### config.mk
export PLATFORM = sky130hd
export DESIGN_NAME = spi_fifo_ctl
export DESIGN_NICKNAME = d
export VERILOG_FILES = /design/src/rtl/spi_fifo_pkg.sv /design/src/rtl/spi_fifo_buf.sv /design/src/rtl/spi_fifo_thr.sv /design/src/rtl/spi_fifo_irq.sv /design/src/rtl/spi_fifo_ctl.sv
export SDC_FILE = /design/constraint.sdc
export NUM_CORES = 1
export LEC_CHECK = 0
export CORE_ASPECT_RATIO = 0.9
export CORE_MARGIN = 2
export CORE_UTILIZATION = 32
export DETAILED_ROUTE_END_ITERATION = 10
export PLACE_DENSITY = 0.55
export SKIP_CTS_REPAIR_TIMING = 1
export SYNTH_ARGS = -nofsm -noshare
export SYNTH_HDL_FRONTEND = slang
export SYNTH_HIERARCHICAL = 1
export SYNTH_SLANG_ARGS = --single-unit
### constraint.sdc
create_clock -name clk -period 3.5 [get_ports clk]
set_clock_uncertainty 0.2 [all_clocks]
set_input_delay 0.7 -clock clk [delete_from_list [all_inputs] [get_ports clk]]
set_output_delay 0.7 -clock clk [all_outputs]
set_load 0.02 [all_outputs]
### src/rtl/spi_fifo_pkg.sv
package spi_fifo_pkg;

    localparam int N_THR = 4;

    typedef struct packed {
        logic rx_full;
        logic rx_empty;
        logic tx_empty;
        logic tx_full;
        logic busy;
    } stat_t;

    typedef struct packed {
        logic rx_wm;
        logic rx_ovf;
        logic rx_unf;
        logic tx_ovf;
        logic tx_wm;
    } irq_vec_t;

    typedef struct packed {
        logic tx_ovf;
        logic rx_ovf;
        logic rx_unf;
        logic all;
    } clr_t;

    typedef enum logic [1:0] {
        SEL_TX_IRQ = 2'd0,
        SEL_RX_IRQ = 2'd1,
        SEL_TX_DMA = 2'd2,
        SEL_RX_DMA = 2'd3
    } thr_sel_e;

    // sticky flag: a new event wins over a clear in the same cycle
    function automatic logic sticky_next(logic q, logic set, logic clr);
        return set | (q & ~clr);
    endfunction

endpackage

### src/rtl/spi_fifo_buf.sv
module spi_fifo_buf #(
    parameter  int DEPTH = 8,
    parameter  int DW    = 16,
    localparam int AW    = $clog2(DEPTH),
    localparam int CW    = $clog2(DEPTH + 1)
) (
    input  logic          clk,
    input  logic          rst,
    input  logic          flush,
    input  logic          push,
    input  logic [DW-1:0] wdata,
    input  logic          pop,
    output logic [DW-1:0] rdata,
    output logic [CW-1:0] level,
    output logic          full,
    output logic          empty
);
    // DEPTH is a power of two so the pointers wrap by themselves
    logic [DW-1:0] mem [DEPTH];
    logic [AW-1:0] wp, rp;
    logic          do_push, do_pop;

    assign full    = (level == CW'(DEPTH));
    assign empty   = (level == '0);
    assign do_push = push & ~full & ~flush;
    assign do_pop  = pop & ~empty & ~flush;
    assign rdata   = empty ? '0 : mem[rp];

    always_ff @(posedge clk) begin
        if (rst || flush) begin
            wp    <= '0;
            rp    <= '0;
            level <= '0;
        end else begin
            if (do_push) wp <= wp + AW'(1);
            if (do_pop)  rp <= rp + AW'(1);
            level <= level + CW'(do_push) - CW'(do_pop);
        end
    end

    always_ff @(posedge clk) begin
        if (do_push) mem[wp] <= wdata;
    end
endmodule

### src/rtl/spi_fifo_thr.sv
module spi_fifo_thr import spi_fifo_pkg::*; #(
    parameter  int DEPTH = 8,
    parameter  int REGW  = 16,
    localparam int CW    = $clog2(DEPTH + 1)
) (
    input  logic            clk,
    input  logic            rst,
    input  logic            lock,
    input  logic            we,
    input  thr_sel_e        wsel,
    input  logic [REGW-1:0] wdata,
    input  thr_sel_e        rsel,
    output logic [REGW-1:0] rdata,
    output logic [CW-1:0]   thr_q [N_THR]
);
    logic fits;

    // values at or above the depth are not retained
    assign fits  = (wdata < REGW'(DEPTH));
    assign rdata = REGW'(thr_q[rsel]);

    for (genvar i = 0; i < N_THR; i++) begin : g_reg
        always_ff @(posedge clk) begin
            if (rst)
                thr_q[i] <= '0;
            else if (we && !lock && fits && wsel == thr_sel_e'(i))
                thr_q[i] <= wdata[CW-1:0];
        end
    end
endmodule

### src/rtl/spi_fifo_irq.sv
module spi_fifo_irq import spi_fifo_pkg::*; (
    input  logic     clk,
    input  logic     rst,
    input  logic     ev_tx_ovf,
    input  logic     ev_rx_ovf,
    input  logic     ev_rx_unf,
    input  logic     tx_wm_hit,
    input  logic     rx_wm_hit,
    input  logic     clr_we,
    input  clr_t     clr,
    input  irq_vec_t mask,
    output irq_vec_t raw,
    output irq_vec_t masked,
    output logic     irq
);
    logic txo_q, rxo_q, rxu_q;
    clr_t clr_eff;

    assign clr_eff = clr_we ? clr : '0;

    always_ff @(posedge clk) begin
        if (rst) begin
            txo_q <= 1'b0;
            rxo_q <= 1'b0;
            rxu_q <= 1'b0;
        end else begin
            txo_q <= sticky_next(txo_q, ev_tx_ovf, clr_eff.all | clr_eff.tx_ovf);
            rxo_q <= sticky_next(rxo_q, ev_rx_ovf, clr_eff.all | clr_eff.rx_ovf);
            rxu_q <= sticky_next(rxu_q, ev_rx_unf, clr_eff.all | clr_eff.rx_unf);
        end
    end

    always_comb begin
        raw.tx_wm  = tx_wm_hit;
        raw.tx_ovf = txo_q;
        raw.rx_unf = rxu_q;
        raw.rx_ovf = rxo_q;
        raw.rx_wm  = rx_wm_hit;
        masked     = raw & mask;
        irq        = |masked;
    end
endmodule

### src/rtl/spi_fifo_ctl.sv
module spi_fifo_ctl import spi_fifo_pkg::*; #(
    parameter  int DEPTH = 8,
    parameter  int DW    = 16,
    parameter  int REGW  = 16,
    localparam int CW    = $clog2(DEPTH + 1)
) (
    input  logic            clk,
    input  logic            rst,
    input  logic            ctl_en,
    input  logic            eng_busy,
    input  logic            tx_push,
    input  logic [DW-1:0]   tx_wdata,
    input  logic            tx_pop,
    output logic [DW-1:0]   tx_rdata,
    input  logic            rx_push,
    input  logic [DW-1:0]   rx_wdata,
    input  logic            rx_pop,
    output logic [DW-1:0]   rx_rdata,
    input  logic            thr_we,
    input  logic [1:0]      thr_wsel,
    input  logic [REGW-1:0] thr_wdata,
    input  logic [1:0]      thr_rsel,
    output logic [REGW-1:0] thr_rdata,
    input  logic [4:0]      irq_mask,
    input  logic            clr_we,
    input  logic [3:0]      clr_bits,
    input  logic [1:0]      dma_en,
    output logic [4:0]      status,
    output logic [4:0]      irq_raw,
    output logic [4:0]      irq_masked,
    output logic            irq,
    output logic            tx_dreq,
    output logic            rx_dreq,
    output logic [CW-1:0]   tx_level,
    output logic [CW-1:0]   rx_level
);
    logic          flush;
    logic          tx_full, tx_empty, rx_full, rx_empty;
    logic [CW-1:0] thr_q [N_THR];
    stat_t         stat_s;
    irq_vec_t      raw_s, masked_s;

    assign flush = ~ctl_en;

    spi_fifo_buf #(.DEPTH(DEPTH), .DW(DW)) u_txf (
        .clk(clk), .rst(rst), .flush(flush),
        .push(tx_push), .wdata(tx_wdata), .pop(tx_pop), .rdata(tx_rdata),
        .level(tx_level), .full(tx_full), .empty(tx_empty)
    );

    spi_fifo_buf #(.DEPTH(DEPTH), .DW(DW)) u_rxf (
        .clk(clk), .rst(rst), .flush(flush),
        .push(rx_push), .wdata(rx_wdata), .pop(rx_pop), .rdata(rx_rdata),
        .level(rx_level), .full(rx_full), .empty(rx_empty)
    );

    spi_fifo_thr #(.DEPTH(DEPTH), .REGW(REGW)) u_thr (
        .clk(clk), .rst(rst), .lock(ctl_en), .we(thr_we),
        .wsel(thr_sel_e'(thr_wsel)), .wdata(thr_wdata),
        .rsel(thr_sel_e'(thr_rsel)), .rdata(thr_rdata), .thr_q(thr_q)
    );

    spi_fifo_irq u_irq (
        .clk(clk), .rst(rst),
        .ev_tx_ovf(ctl_en & tx_push & tx_full),
        .ev_rx_ovf(ctl_en & rx_push & rx_full),
        .ev_rx_unf(ctl_en & rx_pop & rx_empty),
        .tx_wm_hit(tx_level <= thr_q[SEL_TX_IRQ]),
        .rx_wm_hit(rx_level > thr_q[SEL_RX_IRQ]),
        .clr_we(clr_we), .clr(clr_t'(clr_bits)), .mask(irq_vec_t'(irq_mask)),
        .raw(raw_s), .masked(masked_s), .irq(irq)
    );

    always_comb begin
        stat_s.busy     = eng_busy | (ctl_en & ~tx_empty);
        stat_s.tx_full  = tx_full;
        stat_s.tx_empty = tx_empty;
        stat_s.rx_empty = rx_empty;
        stat_s.rx_full  = rx_full;
    end

    assign status     = stat_s;
    assign irq_raw    = raw_s;
    assign irq_masked = masked_s;
    assign tx_dreq    = ctl_en & dma_en[1] & (tx_level <= thr_q[SEL_TX_DMA]);
    assign rx_dreq    = ctl_en & dma_en[0] & (rx_level > thr_q[SEL_RX_DMA]);
endmodule

==> qor.csv, run 1 <==
stage;metric;value;unit
status;outcome;complete, no violations;
final_layout;multi_input_comb_area;3540;um2
timing;grt_setup_unrepaired;true;
clock_network;root_buffer;clkbuf_16;
final_layout;fin_util;0.416;
timing;finalHoldViolCount;0;
floorplanning;num_io_pins;147;
clock_network;clock_latency;0.51;ns
floorplanning;die_area;40700;um2
logic_synthesis;synthArstFlopShare;0;
logic_synthesis;yosysMostFrequentCell;edfxtp_1;
logic_synthesis;ys_top_cells_by_count;edfxtp_1 (256), mux4_2 (68), dfxtp_1 (45);
global_route;antenna_found_initial;0;
placement;place.gp.congestion;0.727;
logic_synthesis;synthAdderAreaFrac;0.0332;
setup_path;crit_fanout;3;
final_layout;regArea;8590;um2
logic_synthesis;ys.flop_type;edfxtp_1;
logic_synthesis;yosysUniqueCellTypes;52;
pwr;power.density;519;nW/um2
logic_synthesis;syn-instance-count;713;
detailed_routing;drc;0;
clock_network;cts_max_path_buffers;3;
logic_synthesis;ys_seq_elements;301;
pwr;total_power;8310;uW
logic_synthesis;ys_seq_area_frac;0.686;
clock_network;tritoncts;done;
job;cap_violations;0;
timing;maxSlewHeadroom;0.526;
timing;finalCritPeriodShare;0.976;
global_route;grt_util_met1;0.185;
final_layout;fin_nets;987;
pwr;total_leakage_power;0.00585;uW
timing;slew_violations;0;
global_route;track_usage;0.134;
logic_synthesis;synth_area_leaders;edfxtp_1 (61%), mux4_2 (12%), dfxtp_1 (7.2%), ha_1 (3.0%), a22o_1 (2.5%);
detailed_routing;vias;6835;
clock_network;clkSlewWorstSetupHoldPaths;0.06;ns
global_route;overflow;0;
detailed_routing;ant_nets;0;
timing;worstMarginPinSlew;0.709;ns
final_layout;drive_gt1_frac;0.202;
setup_path;worstSetupStartpointType;flop;
detailed_routing;wl_per_cell;18.9;um
global_route;globalRouteMet3Util;0.0332;
timing;setup_ws;0.0845;ns
setup_path;arrival;2.52;ns
setup_path;end_kind;primary output;
pwr;peakVddDrop;0.000292;V
logic_synthesis;yosysTopAreaCell;edfxtp_1;
logic_synthesis;synthXorXnorAreaFrac;0.00140;
floorplanning;core-area;38500;um2
floorplanning;die_w;213;um
logic_synthesis;synth_compound_area_frac;0.0538;
setup_path;required;2.60;ns
final_layout;area_growth;27.8;%
detailed_routing;initialDrtViolationCount;479;
clock_network;cts_made_buffers;35;
hold_path;hold_class;flop to flop;
global_route;grt_pass1_wl;41200;um
detailed_routing;routed_wl;27100;um
global_route;grt_pass1_vias;7096;
final_layout;num_antenna_cells;0;
global_route;grt-busiest-layer;met2;
timing;fmax;293;MHz
logic_synthesis;synthMuxAreaShare;0.131;
logic_synthesis;synth_top_family_by_area;multiplexers;
floorplanning;die_h;192;um
placement;io_buffers;134;
detailed_routing;viasPerCell;4.77;
clock_network;cts_sinks;301;
global_route;grtUsageMet2;0.213;
timing;fin_crit;3.42;ns
logic_synthesis;yosys.area.top_type_share;0.614;
logic_synthesis;yosys_warnings;6;
clock_network;htree_levels;2;
logic_synthesis;synth-edff-count;256;
logic_synthesis;syn_area;12500;um2
detailed_routing;dr.pass1.iters;4;
setup_path;critPathKind;flop to primary output;
floorplanning;initial_core_util;0.326;
final_layout;fillers;3514;
placement;place_ws;0.223;ns
logic_synthesis;synth-simple-area-share;0.0564;
timing;setup_violations;0;
floorplanning;fp-row-count;68;
placement;dp_hpwl;16800;um
global_route;grt_max_degree;33;
logic_synthesis;syn_avg_cell_area;17.6;um2
-- path summary, 6_finish.rpt --
| path | start | end | slack [ns] | cells after the start |
|---|---|---|---|---|
| max | u_thr/thr_q[14] | irq | 0.08 | 8 |
| min | u_thr/thr_q[9] | u_thr/thr_q[9] | 0.29 | 2 |
| max reg2reg | u_txf/level[2] | u_txf/level[3] | 0.85 | 10 |
| min reg2reg | u_thr/thr_q[9] | u_thr/thr_q[9] | 0.29 | 2 |
-- sequential cells by signal, indices dropped and copies added, names as in the netlist, named ones only --
signal       cells
u_rxf/mem      128
u_txf/mem      128
u_thr/thr_q     16
u_rxf/level      4
u_txf/level      4
u_rxf/rp         3
u_rxf/wp         3
u_txf/rp         3
u_txf/wp         3
u_irq/rxo_q      1
u_irq/rxu_q      1
u_irq/txo_q      1
-- logic make-up after synthesis --
| group | count (synthesis) |
|---|---|
| compound gates | 99 |
| xor+xnor | 2 |
| simple gates | 114 |
| mux | 79 |
| flops | 301 |
| buf+inv | 85 |
| other cells | 1 |
| fa+ha+maj | 32 |
-- cell type report --
cell class / count / share of cell area
flip-flops and latches: 301 / 0.537
multi-input cells: 338 / 0.221
repair buffers: 167 / 0.115
clock buffers: 42 / 0.0570
well taps: 525 / 0.0410
clock inverters: 22 / 0.0201
inverters: 39 / 0.00915
-- per-stage QoR --
stage          instance area (um2)  setup TNS (ns)  instances  hold WS (ns)
2_1_floorplan                12600               0        724         0.258
3_3_place_gp                 14700               0       1370         0.273
3_5_place_dp                 14700               0       1370         0.287
4_1_cts                      15900           -5.93       1434         0.295
5_1_grt                      16000         -0.0477       1434         0.313
6_report                     16000               0       1434         0.292
-- worst max-delay path: stages, from the launching register on --
cell	delay [ns]
dfxtp_1	0.36
inv_1	0.05
ha_1	0.29
nand3_1	0.13
o22ai_2	0.18
o22ai_2	0.13
a22o_1	0.25
or4_4	0.40
dlymetal6s2s_1	0.22
-- cells in the final DEF (no fill, tap or decap), drive strengths merged, types with 2 or more instances in the layout --
cell type      count
nand4              3
or4                7
nor2              23
nor3               5
or2                5
and3b              3
buf               33
a22o              36
o31ai              4
mux4              68
clkinv             9
xor2               2
or3b               5
o22ai              3
fa                 2
o211ai             4
nand2b            16
clkdlybuf4s50    100
nor4               2
dfxtp             45
and2               9
dlymetal6s2s      34
nand4b             2
edfxtp           256
a21oi             26
nor3b              2
bufinv             8
a21o               2
and3               3
mux2i             11
o21ai             20
nor2b              7
inv               43
or3                7
clkbuf            42
conb              12
ha                30
nand2              8
nand3              6
-- report_power, final --
part           switching (uW)  internal [uW]  leakage, uW
Combinational             253            242      0.00257
Sequential               13.9           3920      0.00268
Clock                    1420           2460     0.000600
Total                    1690           6620      0.00585
-- per-layer routing --
metal | routed length (um) | share of wire
met1 | 12500 | 0.46
met2 | 12600 | 0.46
met3 | 1590 | 0.059
met4 | 475 | 0.018
met5 | 0 | 0
Power figures use the tool's default switching activity.
==> run 2, diff against run 1 <==
PLACE_DENSITY = not set   (was 0.55)
==> run 2 against run 1 <==
Register-to-register slack got worse by 0.02 ns. Sequential power about the same. Routed wire length decreased by 2.4%. Combinational power about the same. Cell area decreased by 0.55%. Non-clock buffer count decreased by 3. Via count decreased by 0.63%. Critical path depth unchanged. Critical path type unchanged.
==> qor.csv, run 2 (synthesis results as in run 1) <==
stage;metric;value;unit;change
timing;fmax;292;MHz;-0.23%
detailed_routing;drc;0;;unchanged
clock_network;cts_sinks;301;;unchanged
setup_path;end_kind;primary output;;
pwr;peakVddDrop;0.000316;V;+8.6%
hold_path;hold_class;flop to flop;;
setup_path;slowest_stage;or4_4;;
timing;worstMarginPinSlew;0.725;ns;+0.0163 ns
detailed_routing;dr.pass1.iters;4;;unchanged
timing;finalCritPeriodShare;0.978;;+0.00225
setup_path;crit_chain;inv_1 > ha_1 > nand3_1 > o22ai_2 > o22ai_2 > a22o_1 > or4_4 > dlymetal6s2s_1;;
global_route;grt_pass1_vias;7300;;+2.9%
global_route;track_usage;0.133;;-0.00101
timing;fin_crit;3.42;ns;+0.00787 ns
detailed_routing;viasPerCell;4.76;;-0.21%
final_layout;num_antenna_cells;0;;unchanged
timing;slew_violations;0;;unchanged
global_route;grt_pass1_wl;41100;um;-0.37%
global_route;antenna_found_initial;1;;+1
global_route;grt_max_degree;33;;unchanged
final_layout;final_cell_mix;edfxtp_1 (256), clkdlybuf4s50_1 (101), mux4_2 (68);;
detailed_routing;routed_wl;26400;um;-2.4%
clock_network;clkSlewWorstSetupHoldPaths;0.05;ns;about the same
detailed_routing;wl_per_cell;18.5;um;-2.0%
setup_path;rrSetupSlack;0.83;ns;-0.02 ns
placement;dp_hpwl;16300;um;-2.9%
floorplanning;num_io_pins;147;;unchanged
setup_path;critPathKind;flop to primary output;;
floorplanning;die_w;213;um;unchanged
timing;finalHoldViolCount;0;;unchanged
final_layout;multi_input_comb_area;3540;um2;+0.11%
floorplanning;die_h;192;um;unchanged
setup_path;crit_buf_inv;2;;unchanged
setup_path;critPathMaxStageDelay;0.40;ns;about the same
floorplanning;fp-row-count;68;;unchanged
final_layout;reg_top3;u_rxf/mem: 128 flops, u_txf/mem: 128 flops, u_thr/thr_q: 16 flops;;
global_route;overflow;0;;unchanged
clock_network;htree_levels;2;;unchanged
detailed_routing;initialDrtViolationCount;313;;-35%
final_layout;area_growth;27.1;%;
placement;io_buffers;134;;unchanged
pwr;total_leakage_power;0.00577;uW;-1.3%
setup_path;crit_fanout;3;;unchanged
clock_network;root_buffer;clkbuf_16;;
timing;whs;0.294;ns;+0.00197 ns
setup_path;worstSetupStartpointType;flop;;
status;outcome;complete, no violations;;
clock_network;clock_latency;0.52;ns;about the same
floorplanning;core-area;38500;um2;unchanged
setup_path;cp_top_family;compound AO/OA/AOI/OAI gates;;
job;cap_violations;0;;unchanged
final_layout;fillers;3534;;+0.57%
timing;maxSlewHeadroom;0.515;;-0.0109
timing;setup_violations;0;;unchanged
setup_path;arrival;2.52;ns;about the same
detailed_routing;vias;6792;;-0.63%
clock_network;cts_max_path_buffers;3;;unchanged
final_layout;drive_gt1_frac;0.198;;-0.00419
detailed_routing;ant_nets;0;;unchanged
clock_network;cts_made_buffers;34;;-2.9%
final_layout;fin_nets;983;;-0.41%
placement;place.gp.congestion;0.765;;+5.2%
setup_path;path_common_cell;o22ai_2;;
floorplanning;die_area;40700;um2;unchanged
final_layout;regArea;8590;um2;unchanged
final_layout;final_common_cell;edfxtp_1;;
timing;tns;0;ns;unchanged
pwr;power.density;506;nW/um2;-2.7%
clock_network;tritoncts;done;;
floorplanning;initial_core_util;0.326;;unchanged
setup_path;required;2.60;ns;about the same
[run 2: worst min-delay path: stages (launching register included)]
cell and delay, ns:
dfxtp_1 0.30, o31ai_1 0.08, a21oi_1 0.06
[run 2: layout make-up]
type	count	share of cell area
inverters	39	0.00920
well taps	525	0.0413
repair buffers	164	0.115
clock buffers	42	0.0567
multi-input cells	338	0.223
clock inverters	19	0.0159
flip-flops and latches	301	0.540
[run 2: path summary, 6_finish.rpt]
| path | startpoint | end | cells after the start |
|---|---|---|---|
| setup / recovery | u_thr/thr_q[14] | irq | 8 |
| setup reg to reg | u_rxf/level[2] | u_rxf/level[3] | 10 |
| hold reg to reg | u_txf/rp[2] | u_txf/rp[2] | 2 |
| hold / removal | u_txf/rp[2] | u_txf/rp[2] | 2 |
[run 2: where the power goes]
part	switching (uW)	total, uW	internal, uW
Sequential	12.8	3930	3920
Clock	1400	3620	2220
Combinational	253	494	241
Total	1660	8050	6380
[run 2: routing by layer]
| metal | wire (um) | share of wire | track usage | vias to the layer above |
|---|---|---|---|---|
| met2 | 12500 | 0.47 | 0.215 | 161 |
| met1 | 12200 | 0.46 | 0.181 | 3447 |
| met3 | 1260 | 0.048 | 0.0306 | 42 |
| met5 | 13 | 0.00049 | 0 | - |
| met4 | 456 | 0.017 | 0.0374 | 2 |
| li1 | - | - | - | 3140 |
[run 2: metrics by stage]
stage          area (um2)  power (uW)  setup slack, ns  utilization  instances
2_1_floorplan       12600        4250            0.218            -        724
5_1_grt             15900        8320          -0.0166        0.414       1428
4_1_cts             15800        8160           -0.298        0.411       1428
6_report            15900        8050           0.0766        0.414       1428
3_5_place_dp        14700        4510            0.212        0.381       1367
3_3_place_gp        14700        4510            0.237        0.381       1367
==> run 3, diff against run 2 <==
SLEW_MARGIN = 10   (was not set)
==> results of run 3 <==
Final layout, timing and power as in run 2 (identical DEF).
